<file path="config.mk">
export PLATFORM = sky130hd
export DESIGN_NAME = mult_l1_trigger
export DESIGN_NICKNAME = d
export VERILOG_FILES = /design/src/rtl/mlt_pkg.sv /design/src/rtl/mlt_run_counter.sv /design/src/rtl/mlt_combine.sv /design/src/rtl/mult_l1_trigger.sv
export SDC_FILE = /design/constraint.sdc
export NUM_CORES = 1
export LEC_CHECK = 0
export ABC_AREA = 1
export BUFFER_PORTS_ARGS = -buffer_cell sky130_fd_sc_hd__buf_2
export CAP_MARGIN = 25
export CORE_UTILIZATION = 42
export CTS_CLUSTER_SIZE = 28
export DETAILED_ROUTE_END_ITERATION = 10
export GPL_ROUTABILITY_DRIVEN = 1
export GPL_TIMING_DRIVEN = 0
export PLACE_DENSITY = 0.77
export SLEW_MARGIN = 20
export SYNTH_ARGS = -nofsm -noshare
export SYNTH_HDL_FRONTEND = slang
export SYNTH_HIERARCHICAL = 1
export SYNTH_SLANG_ARGS = --single-unit
</file>
<file path="constraint.sdc">
create_clock -name clk_i -period 5.8 [get_ports clk_i]
set_input_delay 0.87 -clock clk_i [delete_from_list [all_inputs] [get_ports clk_i]]
set_output_delay 0.87 -clock clk_i [all_outputs]
set_load 0.05 [all_outputs]
</file>
<file path="src/rtl/mlt_pkg.sv">
package mlt_pkg;
  typedef enum logic [1:0] {
    CMB_LOW  = 2'b00,
    CMB_HIGH = 2'b01,
    CMB_OR   = 2'b10,
    CMB_AND  = 2'b11
  } cmb_mode_e;

  localparam int NCOND  = 2;
  localparam int IDX_LO = 0;
  localparam int IDX_HI = 1;
endpackage

</file>
<file path="src/rtl/mlt_run_counter.sv">
module mlt_run_counter #(
  parameter int MULT_W = 11,
  parameter int NB_W   = 4
) (
  input  logic              clk_i,
  input  logic              rst_ni,
  input  logic              en_i,
  input  logic              clr_i,
  input  logic              valid_i,
  input  logic [MULT_W-1:0] mult_i,
  input  logic [MULT_W-1:0] thresh_i,
  input  logic [NB_W-1:0]   buckets_i,
  output logic              ok_o
);
  localparam logic [NB_W-1:0] CNT_MAX = '1;

  logic [NB_W-1:0] run_q;
  logic            above;

  assign above = (mult_i >= thresh_i);

  always_ff @(posedge clk_i or negedge rst_ni) begin
    if (!rst_ni)                run_q <= '0;
    else if (clr_i || !en_i)    run_q <= '0;
    else if (valid_i) begin
      if (!above)               run_q <= '0;
      else if (run_q != CNT_MAX) run_q <= run_q + 1'b1;
    end
  end

  // zero bucket count disables the condition
  assign ok_o = en_i && (buckets_i != '0) && (run_q >= buckets_i);

  assert_run_break_R1: assert property (@(posedge clk_i) disable iff (!rst_ni)
    (en_i && valid_i && !above) |=> (run_q == '0));

  assert_run_step_R1: assert property (@(posedge clk_i) disable iff (!rst_ni)
    (en_i && !clr_i && valid_i && above && run_q != CNT_MAX) |=> (run_q == $past(run_q) + 1'b1));

  assert_idle_hold_R1: assert property (@(posedge clk_i) disable iff (!rst_ni)
    (en_i && !clr_i && !valid_i) |=> $stable(run_q));

  assert_saturate_R8: assert property (@(posedge clk_i) disable iff (!rst_ni)
    (en_i && !clr_i && run_q == CNT_MAX && !(valid_i && !above)) |=> (run_q == CNT_MAX));
endmodule

</file>
<file path="src/rtl/mlt_combine.sv">
module mlt_combine
  import mlt_pkg::*;
(
  input  cmb_mode_e mode_i,
  input  logic      lo_i,
  input  logic      hi_i,
  output logic      sel_o
);
  always_comb begin
    unique case (mode_i)
      CMB_LOW:  sel_o = lo_i;
      CMB_HIGH: sel_o = hi_i;
      CMB_OR:   sel_o = lo_i | hi_i;
      CMB_AND:  sel_o = lo_i & hi_i;
      default:  sel_o = 1'b0;
    endcase
  end
endmodule

</file>
<file path="src/rtl/mult_l1_trigger.sv">
module mult_l1_trigger
  import mlt_pkg::*;
#(
  parameter int MULT_W = 11,
  parameter int NB_W   = 4
) (
  input  logic              clk_i,
  input  logic              rst_ni,
  input  logic              enable_i,
  input  logic              mult_valid_i,
  input  logic [MULT_W-1:0] mult_i,
  input  logic [MULT_W-1:0] lo_thresh_i,
  input  logic [NB_W-1:0]   lo_buckets_i,
  input  logic [MULT_W-1:0] hi_thresh_i,
  input  logic [NB_W-1:0]   hi_buckets_i,
  input  logic [1:0]        mode_i,
  output logic              lo_ok_o,
  output logic              hi_ok_o,
  output logic              l1_ok_o
);
  logic [NCOND-1:0][MULT_W-1:0] thr;
  logic [NCOND-1:0][NB_W-1:0]   nb;
  logic [NCOND-1:0]             ok;
  logic                         sel;
  logic                         fire;
  logic                         l1_q;

  assign thr[IDX_LO] = lo_thresh_i;
  assign thr[IDX_HI] = hi_thresh_i;
  assign nb[IDX_LO]  = lo_buckets_i;
  assign nb[IDX_HI]  = hi_buckets_i;

  for (genvar g = 0; g < NCOND; g++) begin : g_cond
    mlt_run_counter #(
      .MULT_W(MULT_W),
      .NB_W  (NB_W)
    ) u_run (
      .clk_i    (clk_i),
      .rst_ni   (rst_ni),
      .en_i     (enable_i),
      .clr_i    (fire),
      .valid_i  (mult_valid_i),
      .mult_i   (mult_i),
      .thresh_i (thr[g]),
      .buckets_i(nb[g]),
      .ok_o     (ok[g])
    );
  end

  mlt_combine u_cmb (
    .mode_i(cmb_mode_e'(mode_i)),
    .lo_i  (ok[IDX_LO]),
    .hi_i  (ok[IDX_HI]),
    .sel_o (sel)
  );

  // fire clears the runs on the same edge that raises the pulse
  assign fire = enable_i & sel;

  always_ff @(posedge clk_i or negedge rst_ni) begin
    if (!rst_ni) l1_q <= 1'b0;
    else         l1_q <= fire;
  end

  assign lo_ok_o = ok[IDX_LO];
  assign hi_ok_o = ok[IDX_HI];
  assign l1_ok_o = l1_q;

  assert_single_pulse_R6: assert property (@(posedge clk_i) disable iff (!rst_ni)
    l1_ok_o |=> !l1_ok_o);

  assert_cleared_on_pulse_R6: assert property (@(posedge clk_i) disable iff (!rst_ni)
    l1_ok_o |-> (!lo_ok_o && !hi_ok_o));

  assert_disabled_quiet_R7: assert property (@(posedge clk_i) disable iff (!rst_ni)
    !enable_i |=> !l1_ok_o);

  assert_and_needs_both_R5: assert property (@(posedge clk_i) disable iff (!rst_ni)
    (l1_ok_o && $past(mode_i) == CMB_AND) |-> ($past(lo_ok_o) && $past(hi_ok_o)));

  assert_zero_bucket_R3: assert property (@(posedge clk_i) disable iff (!rst_ni)
    (hi_buckets_i == '0 && $past(hi_buckets_i) == '0 && $past(mode_i) == CMB_HIGH) |-> !l1_ok_o);
endmodule

</file>
### Yosys cells after proc, flatten, opt, wreduce, memory -nomap -nowiden

Index checks and enable logic that the tools add are counted.

* register bits after elaboration: 9
* latch bits: 0
* bits in writable memories: 0
* memory bits (read-only): 0
* bits of input ports: 47
* output and inout bits: 3
* word-level logic and storage cells: 40
* memories: 0

* add/subtract/negate cells: 2
* multipliers: 0
* divide/modulo/power cells: 0
* magnitude comparators: 4
* equal/unequal tests: 7
* shifts and indexed selects: 0
* multiplexer cells: 9
* bitwise gates (word level): 3
* reductions and logical operators: 12

Operator list (count)
* $mux 4: 8
* $ge 11x11->1: 2
* $add 4x1->4 const B: 2
* $ge 4x4->1: 2
* $ne 4x4->1 const B: 2
* $reduce_bool 4->1: 2
* $ne 3x3->1 const B: 2
* $eq 2x2->1 const B: 2
* $logic_and 1x1->1: 4
* $pmux 1 s4: 1
* $reduce_and 2->1: 2
* $and 1x1->1: 2
* $eq 2x1->1 const B: 1
* $logic_not 2->1: 1
* $reduce_bool 2->1: 1
* $logic_not 1->1: 1
* $logic_or 1x1->1: 1
* $or 1x1->1: 1

### Depth between registers and ports, before layout

* word-level depth: 9
* mapped depth: 19
* mapped depth without buffers: 19

### Modules after synthesis

Netlist, hierarchy kept.

By module, submodules not included
* mlt_run_counter: times used 2, cells an instance 110, area each 715.7 um^2, sequential area each 100.1 um^2
* mlt_combine: times used 1, cells an instance 10, area each 37.5 um^2, sequential area each 0.0 um^2
* mult_l1_trigger: times used 1, cells an instance 3, area each 32.5 um^2, sequential area each 25.0 um^2

### Worst setup path before layout

OpenSTA, ideal clock, no wires.

* path kind: input to register
* start: input lo_buckets_i[1]
* end: register g_cond[0].u_run.run_q[2]
* library setup time: 0.117 ns
* arrival: 2.966 ns
* required time: 5.683 ns
* slack: 2.716 ns
* stages on the path: 19
* buffers on the path: 0
* path through: inv_1 ha_1 inv_1 a21oi_1 o21a_1 o21a_1 o21ai_0 inv_1 inv_1 nand2_1 nand2_1 nand2_1 nand2_1 inv_1 nor2_4 inv_1 or2_2 nand4_1 nand2_1

* word-level cells in the longest chain between the ends: 9
* elaborated cells between the ends (all ways): 13
* classes of those cells: 1 x order compare; 1 x eq/ne; 2 x mux; 3 x bitwise; 6 x reduce/logical

RTL lines
* start: declaration: line mult_l1_trigger.sv:13 `input logic [NB_W-1:0] lo_buckets_i,`
* parallel branches: the longest is 2 deep, another holds $ge 4x4->1
* $logic_and 1x1->1 *: line mlt_run_counter.sv:32 `assign ok_o = en_i && (buckets_i != '0) && (run_q >= buckets_i);`
* named net lo_ok_o: line mult_l1_trigger.sv:17 `output logic lo_ok_o,`
* $and 1x1->1 / $or 1x1->1 (equally long branches): line mlt_combine.sv:14, mlt_combine.sv:13
* $pmux 1 s4 *: line mlt_combine.sv:10 `unique case (mode_i)`
* named net sel: line mult_l1_trigger.sv:24 `logic sel;`
* $and 1x1->1 *: line mult_l1_trigger.sv:58 `assign fire = enable_i & sel;`
* named net fire: line mult_l1_trigger.sv:25 `logic fire;`
* $logic_or 1x1->1 *: line mlt_run_counter.sv:24 `else if (clr_i || !en_i) run_q <= '0;`
* $ne 3x3->1 (no line) / $reduce_bool 2->1 (equally long branches)
* $reduce_and 2->1 (no line)
* end signal: assignment: line mlt_run_counter.sv:27 `else if (run_q != CNT_MAX) run_q <= run_q + 1'b1;`
* end: declaration: line mlt_run_counter.sv:17 `logic [NB_W-1:0] run_q;`

Mark *: on every way through the listed nets, which the timed path passes.
A chain may end at the register's enable or synchronous reset.

### Worst setup path in the final report

* start: input hi_buckets_i[1]
* end: output hi_ok_o

* word-level cells in the longest chain between the ends: 3
* elaborated cells between the ends (all ways): 4
* classes of those cells: 1 x order compare; 3 x reduce/logical

RTL lines
* start: declaration: line mult_l1_trigger.sv:15 `input logic [NB_W-1:0] hi_buckets_i,`
* parallel branches: the longest is 2 deep, another holds $ge 4x4->1
* $logic_and 1x1->1 *: line mlt_run_counter.sv:32
* end: declaration: line mult_l1_trigger.sv:18 `output logic hi_ok_o,`

Mark *: on every way between the ends.

==> impl_metrics.ini <==
[status]
outcome = complete, no violations

[detailed_routing]
num_vias = 1535
drc = 0
via_per_inst = 4.62
dr.pass1.iters = 4
wl_mm = 2.86
drt_iter0_drc = 42
wl_per_cell_um = 8.62
ant_nets = 0

[clock_tree]
clock_latency_ps = 260
cts_hold_buf = 0
cts-root-buf = clkbuf_4
clock_sinks = 9
cts-htree-levels = 1
tritoncts = done
cts_setup_buffers = 0
clk_pin_slew_ps = 60
cts-resized-gates = 0
cts_buffers = 3
clockBufferDepth = 2

[floorplanning]
num_rows = 21
core_um2 = 3390
ios = 50
die_y_um = 61.8
die_w_um = 61.8
initial_utilization = 0.443
die_area_um2 = 3820

[placement]
place_area_um2 = 1800
place_congestion = 0.786
port_buffers = 49
dp_hpwl_mm = 2.56
place_ws_ps = 2680
dp_cells = 328

[layout]
drive_above_1_share = 0.248
stdcell_count = 332
n_antenna_cell = 0
area_growth_pct = 22.0
final_nets = 366
fin_area_um2 = 1830
fill_cells = 346
final_util = 0.540

[global_route]
grt_pass1_wl_mm = 4.77
antenna_found_initial = 0
track_usage = 0.162
grt.met1_usage = 0.182
grt-ovfl-total = 0
grt_pass1_vias = 1327
grtUsageMet2 = 0.320
grt-busiest-layer = met2
use_met3 = 0.0248
grt_max_degree = 10

[worst_hold_path]
hold_path_class = input pin to asynchronous set/reset pin

[sta]
relSlewSlack = 0.830
rsz0062_at_grt = no
finalHoldViolCount = 0
fin_crit_ps = 2970
period_share = 0.512
worst_pin_slew_ps = 255
holdWs_ps = 445
fmax_mhz = 337
drv_slew = 0
skew_ps = 1.35
timing.setup.tns_ps = 0
setup_slack_ps = 2830
setup_violations = 0

[setup_path]
setup.worst_path.start_class = input pin
cp.arrival_ps = 2100
critPathMaxFanout = 3
end_kind = output port
path_class = input pin to output port
cp_data_required_time_ps = 4930

[yosys]
synthDistinctLibCells = 20
synth_cells = 233
syn_nets = 312
synth_area_um2 = 1500
yosys_warnings = 6
postSynthAreaPerCell_um2 = 6.44
yosysSeqAreaShare = 0.150
ys_ff_latch = 9

[job]
max-cap-violations = 0

[power]
power.leakage_nw = 1.25
power_density_nw_per_um2 = 110
peakVddDrop_v = 0.0000676
p_total_mw = 0.201
## cells in the final DEF (no fill, tap or decap), types with 3 or more instances in the layout
master / Yosys / final
inv_1: 62 / 62
ha_1: 32 / 32
dfrtp_1: 9 / 9
o21a_1: 4 / 4
nand2_2: 6 / 6
clkbuf_4: 0 / 3
buf_2: 0 / 49
nor2_1: 16 / 16
nand3b_1: 4 / 4
nand4_1: 8 / 8
nand2_1: 54 / 54
nand3_1: 12 / 12
a21oi_1: 8 / 8
## registers in the layout, indices dropped and copies added (netlist names)
name                flops
g_cond.u_run/run_q      8
l1_ok_o                 1
## worst max-delay path: stages
cell     delay, ps
buf_2           70
inv_1           50
ha_1           280
inv_1           50
a21oi_1         30
o21a_1         160
o21a_1         160
o21ai_0        130
inv_1           80
buf_2          210
## area by class of cell
class / count / area (µm²) / share of cell area
Sequential cell: 9 / 225 / 0.123
Tap cell: 46 / 57.6 / 0.0314
Clock buffer: 3 / 22.5 / 0.0123
Clock inverter: 1 / 5.00 / 0.00273
Inverter: 64 / 240 / 0.131
Timing Repair Buffer: 49 / 245 / 0.134
Multi-Input combinational cell: 160 / 1040 / 0.566
## cell families (layout without fill, tap and decap cells)
family	Yosys count	count (layout)	synth area share
compound gates	18	18	0.0800
xor+xnor	2	2	0.0117
fa+ha+maj	32	32	0.267
buf+inv	64	117	0.160
flops	9	9	0.150
simple gates	108	108	0.332
## routing by layer
layer,up-vias,routed length (µm),part of all wire
li1,829,-,-
met1,666,1270,0.44
met2,38,1450,0.51
met3,2,122,0.043
met4,0,21,0.0073
met5,-,0,0
## power by group
part	switching (mW)	internal [mW]	total (mW)
clock	0.0225	0.0255	0.0480
sequential	0.00219	0.0643	0.0665
combinational	0.0487	0.0378	0.0865
total	0.0734	0.128	0.201
## worst paths after layout
kind	from	endpoint	slack, ps	cells past startpoint
min in group clk_i	g_cond[1].u_run/run_q[1]$_DFFE_PN0P_	g_cond[1].u_run/run_q[1]$_DFFE_PN0P_	590	2
min	rst_ni	g_cond[0].u_run/run_q[2]$_DFFE_PN0P_	440	1
max	hi_buckets_i[1]	hi_ok_o	2830	10
max in group asynchronous	rst_ni	g_cond[1].u_run/run_q[3]$_DFFE_PN0P_	5180	1
max reg2reg	g_cond[1].u_run/run_q[0]$_DFFE_PN0P_	g_cond[0].u_run/run_q[3]$_DFFE_PN0P_	3210	19
min reg2reg	g_cond[1].u_run/run_q[1]$_DFFE_PN0P_	g_cond[1].u_run/run_q[1]$_DFFE_PN0P_	590	2
## Yosys cell counts
library cell	instances	area (µm²)
inv_1	62	233
nand2_1	54	203
ha_1	32	400
nor2_1	16	60.1
nand3_1	12	60.1
dfrtp_1	9	225
a21oi_1	8	40.0
nand4_1	8	50.1
nand2_2	6	37.5
nand3b_1	4	30.0
o21a_1	4	30.0
a21oi_2	2	17.5
inv_2	2	7.51
nor2_2	2	12.5
nor2_4	2	22.5
nor3_1	2	10.0
o21ai_0	2	10.0
o21bai_2	2	22.5
or2_2	2	12.5
xor2_1	2	17.5
Power figures use the tool's default switching activity.
